$ cat config.mk
export PLATFORM = sky130hd
export DESIGN_NAME = pcm_slot_codec
export DESIGN_NICKNAME = d
export VERILOG_FILES = /design/src/rtl/pcm_slot_codec.sv
export SDC_FILE = /design/constraint.sdc
export NUM_CORES = 1
export LEC_CHECK = 0
export CORE_ASPECT_RATIO = 0.7
export CORE_MARGIN = 5
export CORE_UTILIZATION = 61
export DETAILED_ROUTE_END_ITERATION = 6
export GPL_ROUTABILITY_DRIVEN = 0
export PLACE_DENSITY = 0.95
export SLEW_MARGIN = 20
export SYNTH_ARGS = -nofsm -noshare
export SYNTH_HDL_FRONTEND = slang
export SYNTH_SLANG_ARGS = --single-unit
$ cat constraint.sdc
create_clock -name clk -period 3.7 [get_ports clk]
set_clock_uncertainty 0.2 [all_clocks]
set_input_delay 1.11 -clock clk [delete_from_list [all_inputs] [get_ports clk]]
set_output_delay 1.11 -clock clk [all_outputs]
set_load 0.03 [all_outputs]
$ cat src/rtl/pcm_slot_codec.sv
module pcm_slot_codec #(
  parameter int CLK_HALF   = 2,
  parameter int FRAME_BITS = 32
) (
  input  logic        clk,
  input  logic        rst_n,
  input  logic        cfg_slave,
  input  logic [1:0]  cfg_fmt,
  input  logic        cfg_sext,
  input  logic        cfg_lsb_first,
  input  logic        cfg_mute,
  input  logic        cfg_tri_en,
  input  logic        cfg_tri_rise,
  input  logic [15:0] tx_sample,
  output logic        tx_take,
  output logic [15:0] rx_sample,
  output logic        rx_valid,
  input  logic        ext_bclk,
  input  logic        ext_sync,
  output logic        bclk_o,
  output logic        sync_o,
  input  logic        pcm_in,
  output logic        pcm_out,
  output logic        pcm_oe
);

  localparam int DIVW = (CLK_HALF > 1) ? $clog2(CLK_HALF) : 1;
  localparam int FCW  = (FRAME_BITS > 1) ? $clog2(FRAME_BITS) : 1;

  logic [DIVW-1:0] div_q;
  logic [FCW-1:0]  fcnt_q;
  logic            bclk_q, sync_q;
  logic [2:0]      bs_q;
  logic [1:0]      ss_q, ds_q;

  wire div_end = (div_q == DIVW'(CLK_HALF - 1));
  wire m_rise  = ~cfg_slave & div_end & ~bclk_q;
  wire m_fall  = ~cfg_slave & div_end &  bclk_q;
  wire s_rise  =  cfg_slave & bs_q[1] & ~bs_q[2];
  wire s_fall  =  cfg_slave & ~bs_q[1] & bs_q[2];
  wire rise    = m_rise | s_rise;
  wire fall    = m_fall | s_fall;
  wire sync_smp = cfg_slave ? ss_q[1] : sync_q;
  wire din_smp  = cfg_slave ? ds_q[1] : pcm_in;

  always_ff @(posedge clk or negedge rst_n) begin
    if (!rst_n) begin
      div_q  <= '0;
      fcnt_q <= '0;
      bclk_q <= 1'b0;
      sync_q <= 1'b0;
    end else if (cfg_slave) begin
      div_q  <= '0;
      fcnt_q <= '0;
      bclk_q <= 1'b0;
      sync_q <= 1'b0;
    end else begin
      div_q <= div_end ? '0 : div_q + 1'b1;
      if (div_end) bclk_q <= ~bclk_q;
      if (m_rise) begin
        fcnt_q <= (fcnt_q == FCW'(FRAME_BITS - 1)) ? '0 : fcnt_q + 1'b1;
        sync_q <= (fcnt_q == FCW'(FRAME_BITS - 1));
      end
    end
  end

  always_ff @(posedge clk or negedge rst_n) begin
    if (!rst_n) begin
      bs_q <= '0;
      ss_q <= '0;
      ds_q <= '0;
    end else begin
      bs_q <= {bs_q[1:0], ext_bclk};
      ss_q <= {ss_q[0], ext_sync};
      ds_q <= {ds_q[0], pcm_in};
    end
  end

  logic [15:0] txw_q, rxw_q, tx_fmt, rx_next, rx_fmt;
  logic [1:0]  fmt_q;
  logic        sext_q, lsb_q, pend_q, act_q, drive_q, data_q, sprev_q;
  logic [3:0]  idx_q;

  wire [3:0] last    = (fmt_q == 2'b11) ? 4'd7 : 4'd15;
  wire       at_last = act_q & (idx_q == last);
  wire       start   = fall & sync_smp & ~sprev_q;
  wire [3:0] idx_nx  = idx_q + 4'd1;

  function automatic logic [3:0] bitpos(input logic [3:0] k, input logic lsb, input logic [3:0] lst);
    return lsb ? k : lst - k;
  endfunction

  always_comb begin
    unique case (cfg_fmt)
      2'b00:   tx_fmt = cfg_sext ? {{3{tx_sample[12]}}, tx_sample[12:0]} : {tx_sample[12:0], 3'b000};
      2'b01:   tx_fmt = tx_sample;
      2'b10:   tx_fmt = cfg_sext ? {{8{tx_sample[7]}}, tx_sample[7:0]} : {tx_sample[7:0], 8'h00};
      default: tx_fmt = {8'h00, tx_sample[7:0]};
    endcase
  end

  always_comb begin
    rx_next = rxw_q;
    rx_next[bitpos(idx_q, lsb_q, last)] = din_smp;
    unique case (fmt_q)
      2'b00:   rx_fmt = sext_q ? {3'b000, rx_next[12:0]} : {3'b000, rx_next[15:3]};
      2'b01:   rx_fmt = rx_next;
      2'b10:   rx_fmt = sext_q ? {8'h00, rx_next[7:0]} : {8'h00, rx_next[15:8]};
      default: rx_fmt = {8'h00, rx_next[7:0]};
    endcase
  end

  always_ff @(posedge clk or negedge rst_n) begin
    if (!rst_n) begin
      txw_q <= '0;  rxw_q <= '0;  fmt_q <= 2'b01;
      sext_q <= 1'b0; lsb_q <= 1'b0; pend_q <= 1'b0; act_q <= 1'b0;
      drive_q <= 1'b0; data_q <= 1'b0; sprev_q <= 1'b0; idx_q <= '0;
      tx_take <= 1'b0; rx_valid <= 1'b0; rx_sample <= '0;
    end else begin
      tx_take  <= 1'b0;
      rx_valid <= 1'b0;
      if (fall) begin
        sprev_q <= sync_smp;
        if (act_q) rxw_q <= rx_next;
        if (at_last) begin
          rx_valid  <= 1'b1;
          rx_sample <= rx_fmt;
          if (cfg_tri_en && !cfg_tri_rise && !start) drive_q <= 1'b0;
        end
        if (start) begin
          pend_q  <= 1'b1;
          txw_q   <= tx_fmt;
          fmt_q   <= cfg_fmt;
          sext_q  <= cfg_sext;
          lsb_q   <= cfg_lsb_first;
          tx_take <= 1'b1;
        end
      end
      if (rise) begin
        if (pend_q) begin
          pend_q  <= 1'b0;
          act_q   <= 1'b1;
          idx_q   <= '0;
          drive_q <= 1'b1;
          data_q  <= txw_q[bitpos(4'd0, lsb_q, last)];
        end else if (act_q) begin
          if (idx_q == last) begin
            act_q  <= 1'b0;
            data_q <= 1'b0;
            if (cfg_tri_en && cfg_tri_rise) drive_q <= 1'b0;
          end else begin
            idx_q  <= idx_nx;
            data_q <= txw_q[bitpos(idx_nx, lsb_q, last)];
          end
        end
      end
    end
  end

  assign bclk_o  = bclk_q;
  assign sync_o  = sync_q;
  assign pcm_oe  = ~cfg_tri_en | drive_q;
  assign pcm_out = data_q & ~cfg_mute;

endmodule

* Word level (Yosys, flattened, before mapping)
Cells that the tools add are included.
** Word-level totals
- Bits in registers :: 78
- Latch bits :: 0
- RAM bits :: 0
- Memory bits (read-only) :: 0
- Input port bits :: 29
- Output and inout bits :: 22
- Logic and storage cells :: 128
- Memories kept :: 0
** Operators by class
- Add/sub/neg operators :: 5
- Multipliers :: 0
- Divide/modulo/power cells :: 0
- Order comparisons :: 4
- Equal/unequal tests :: 8
- Shift-type cells :: 0
- Mux-type cells :: 53
- Bitwise operators :: 21
- Reductions and logical operators :: 16
** Operator list (count)
- 16-bit one-hot mux with 3 select lines :: 2
- 1-bit 2-to-1 mux :: 33
- 15-bit 2-to-1 mux :: 2
- 4-bit 2-to-1 mux :: 7
- 16-bit bitwise mux :: 1
- 4-bit by 5-bit < comparator with 1-bit output, second input constant :: 3
- 5-bit 2-to-1 mux :: 3
- 13-bit 2-to-1 mux :: 1
- 1-bit bitwise AND :: 11
- 1-bit binary-select mux with 4-bit select :: 2
- 8-bit 2-to-1 mux :: 1
- 2-bit AND reduction :: 4
- 4-bit subtractor :: 2
- 1-bit NOT :: 7
- 2-bit == test, second input constant :: 3
- 2-bit nonzero test :: 3
- 5-bit by 1-bit adder with 5-bit output, second input constant :: 1
- 5-bit == test, second input constant :: 1
- 4-bit by 1-bit adder with 4-bit output, second input constant :: 1
- 1-bit demux with 4-bit select :: 1
- 2-bit by 1-bit == test with 1-bit output, second input constant :: 2
- 4-bit == test :: 1
- 4-bit by 1-bit >= comparator with 1-bit output, second input constant :: 1
- 1-bit logical AND :: 4
- other kinds (6) :: 10

* Depth between registers and ports, before layout
- Word-level depth :: 16
- Gate-level depth with buffers :: 10
- Gate-level depth less buffers :: 8

* Least setup slack after synthesis
No wires, ideal clock.
- Path kind :: input to register
- Start :: input cfg_slave
- End :: register rx_sample[5]
- Setup time :: 0.130 ns
- Data arrival time :: 2.540 ns
- Data required time :: 3.370 ns
- Path slack :: 0.831 ns
- Cell stages on the path :: 8
- Buffers on the path :: 2
- Path through :: buf_6 -> mux2_4 -> buf_6 -> or3_4 -> o2bb2ai_1 -> nor4b_1 -> a221oi_2 -> o21ai_1
** On the way
- Word-level cells in the longest chain between the ends :: 5
- Elaborated cells on any way between the ends :: 12
- Classes of those cells :: 5 x mux; 6 x bitwise; 1 x reduce/logical
** RTL lines
- start: declaration :: RTL line 7 : input logic cfg_slave,
- parallel branches: the longest is 5 deep, another holds 16-bit bitwise mux
- end signal: assignment :: RTL line 127 : rx_sample <= rx_fmt;
- end: declaration :: RTL line 16 : output logic [15:0] rx_sample,
Several ways; the timed one is not identified.
A chain may end at the register's enable or synchronous reset.

* Worst setup path after layout
- Start :: input cfg_mute
- End :: output pcm_out
** On the way
- Word-level cells in the longest chain between the ends :: 2
** RTL lines
- start: declaration :: RTL line 11 : input logic cfg_mute,
- 1-bit NOT :: RTL line 163 : assign pcm_out = data_q & ~cfg_mute;
- 1-bit bitwise AND :: RTL line 163
- end: declaration :: RTL line 23 : output logic pcm_out,
Every way passes these cells.

==> results.cfg <==
[global_routing]
grt_use_total = 0.251
antenna_found_initial = 0
grt_pass1_wl_mm = 18.1
grt_pass1_vias = 3678
grt_overflow = 0
grt_start_max_net_pins = 79

[sta]
hold_violations = 0
holdWs_ns = 0.151
setup_viol_count_final = 0
period_needed_ns = 3.59
fin_setup_tns_ns = 0
post-route-period-util = 0.970
worst_pin_slew_ns = 0.965
slew_headroom = 0.357
finalMaxSlewViolations = 0
rsz0062_at_grt = no
finalWorstSetupSlack_ns = 0.111
fmax_mhz = 279

[routing]
drt_wl_total_mm = 10.8
drt-met1-wl_mm = 4.79
wl_met3_mm = 1.05
first_pass_iters = 6
wire_per_inst_microns = 18.1
vias = 3785
highest-signal-layer = met4
wl_met2_mm = 4.78
drc = 0
vias_per_cell = 6.33
route.antenna.remaining_nets = 0
drtIter0Drc = 303

[die]
initial_core_util = 0.641
die_width_microns = 112
ios = 51
die_h_microns = 81.1
rows = 25
die_area_sq_mm = 0.00905
core_sq_mm = 0.00688

[synthesis]
ys.flop_type = dfrtp_1
ys_seq_elements = 78
yosysSeqAreaShare = 0.443
ys_warn_count = 0
avgSynthCellArea_sq_um = 9.56
synth_cells = 461
async_reset_ff_frac = 1.00
syn-num-nets = 493
synth_cell_types = 64
synth_edf_count = 0
netlist_area_sq_mm = 0.00441

[clocking]
path_clk_slew_ns = 0.09
cts_hold_buf = 0
htree_levels = 3
cts_tree = built
clock_path_buffers = 2
insertion_delay_ns = 0.38
cts_sinks = 78
cts_setup_buffers = 0
ctsResizeCount = 0
cts_buffers = 9
cts_root_buf = clkbuf_8

[place]
place_inst = 582
place_hpwl_mm = 7.79
place_ws_ns = 0.100
place_area_sq_mm = 0.00492
port_buffers = 50

[setup_path]
cp-start-kind = input port
critPathKind = in -> out
crit_required_ns = 2.39
cp_slowest_cell = clkdlybuf4s50_1
path_cells = clkdlybuf4s50_1 > nor2b_1 > clkdlybuf4s50_1
endpoint_kind = output pin
ff2ff_path_depth = 7
crit_path_max_incr_delay_ns = 0.67
crit-reg2reg-launch = lsb_q
reg2reg_slack_ns = 0.82
cp_data_arrival_time_ns = 2.28
rr_endpoint = rx_sample[4]
worstPathMaxFanout = 1
cpMostUsedCell = clkdlybuf4s50_1

[flow_run]
drv_cap = 0

[layout]
final_cells = 598
stdcell_area_sq_mm = 0.00511
area_growth_pct = 16.0
multi_input_area_sq_mm = 0.00226
regArea_sq_mm = 0.00195
final_core_util = 0.743
layout.nets = 531
fillCellCount = 484
drive_above_1_share = 0.115
insertedDiodeCount = 0

[worst_hold_path]
min_to = ss_q[1]
min_path_cells = 0
worstHoldStart = ss_q[0]
hold_path.class = reg -> reg

[power_and_ir_drop]
ir_worst_vdd_mv = 0.326
static-leakage-power_nw = 2.14
power_mw = 3.46
power.density_mw_per_mm2 = 677

[status]
status = completed
==> area by class of cell <==
class / count / share of cell area
Sequential cell: 78 / 0.382
Inverter: 8 / 0.00588
Multi-Input combinational cell: 344 / 0.442
Tap cell: 94 / 0.0230
Timing Repair Buffer: 58 / 0.109
Clock inverter: 7 / 0.0140
Clock buffer: 9 / 0.0242
==> flip-flops by register name (all words and copies together), names as in the netlist, 2 cells and up <==
register and count:
txw_q 16, ss_q 2, ds_q 2, fmt_q 2, fcnt_q 5, rx_sample 16, rxw_q 16, idx_q 4
bs_q 3
==> synth_stat cells, types with 4 or more instances <==
cell,number,area share
a21oi_1,23,0.026
a31oi_1,4,0.0057
buf_2,6,0.0068
buf_6,4,0.010
clkbuf_1,18,0.015
dfrtp_1,77,0.44
inv_1,7,0.0060
mux2_2,7,0.018
mux2i_1,24,0.054
mux4_2,10,0.051
nand2_1,72,0.061
nand2b_1,9,0.013
nand3_1,8,0.0091
nor2_1,43,0.037
nor2b_1,6,0.0085
nor3_1,4,0.0045
nor3b_1,7,0.012
o21a_1,5,0.0085
o21ai_0,46,0.052
o221ai_1,6,0.012
o22a_1,4,0.0079
o22ai_1,4,0.0057
==> worst max-delay path by stage <==
stage | cells past startpoint | from | slack [ns] | end
floorplan | 8 | cfg_slave | 0.83 | rx_sample[5]
global placement | 3 | cfg_mute | 0.10 | pcm_out
detailed placement | 3 | cfg_mute | 0.10 | pcm_out
CTS | 3 | cfg_mute | 0.10 | pcm_out
global route | 3 | cfg_mute | 0.07 | pcm_out
finish | 3 | cfg_mute | 0.11 | pcm_out
==> layer usage <==
| layer | GRT usage | vias up |
|---|---|---|
| met4 | 0.0936 | 0 |
| met2 | 0.392 | 224 |
| li1 | - | 1737 |
| met5 | 0 | - |
| met1 | 0.349 | 1797 |
| met3 | 0.0588 | 27 |
==> cells in the final DEF, fill, tap and decap left out, drive strengths merged, types with 3 or more instances in the layout <==
master,count
buf,10
o22a,5
clkdlybuf4s50,48
nor2b,6
o211ai,3
o221ai,7
and2,3
mux2i,24
nand2,73
o21a,5
mux4,10
nor3,5
nand3b,3
clkbuf,9
ha,3
dfrtp,77
a221oi,4
nor2,43
o21ai,49
mux2,8
nand3,8
o22ai,4
inv,14
nor3b,7
nand2b,9
a21oi,24
a31oi,4
a21o,3
==> logic make-up after synthesis <==
group / count (synthesis) / synth area share
AND/OR/NAND/NOR: 169 / 0.183
flip-flops: 78 / 0.443
XOR/XNOR: 4 / 0.00795
AO/OA/AOI/OAI: 126 / 0.186
multiplexers: 42 / 0.127
buffers and inverters: 39 / 0.0443
adder cells (fa/ha/maj): 3 / 0.00852
==> power breakdown <==
| part | switching [mW] | internal (mW) |
|---|---|---|
| sequential | 0.237 | 1.05 |
| clock | 0.377 | 0.269 |
| combinational | 0.846 | 0.675 |
| total | 1.46 | 2.00 |
==> critical path, delay by kind of cell <==
| family | cells | cell delay [ns] |
|---|---|---|
| buf+inv | 2 | 1.07 |
| simple gates | 1 | 0.10 |
Power figures use the tool's default switching activity.
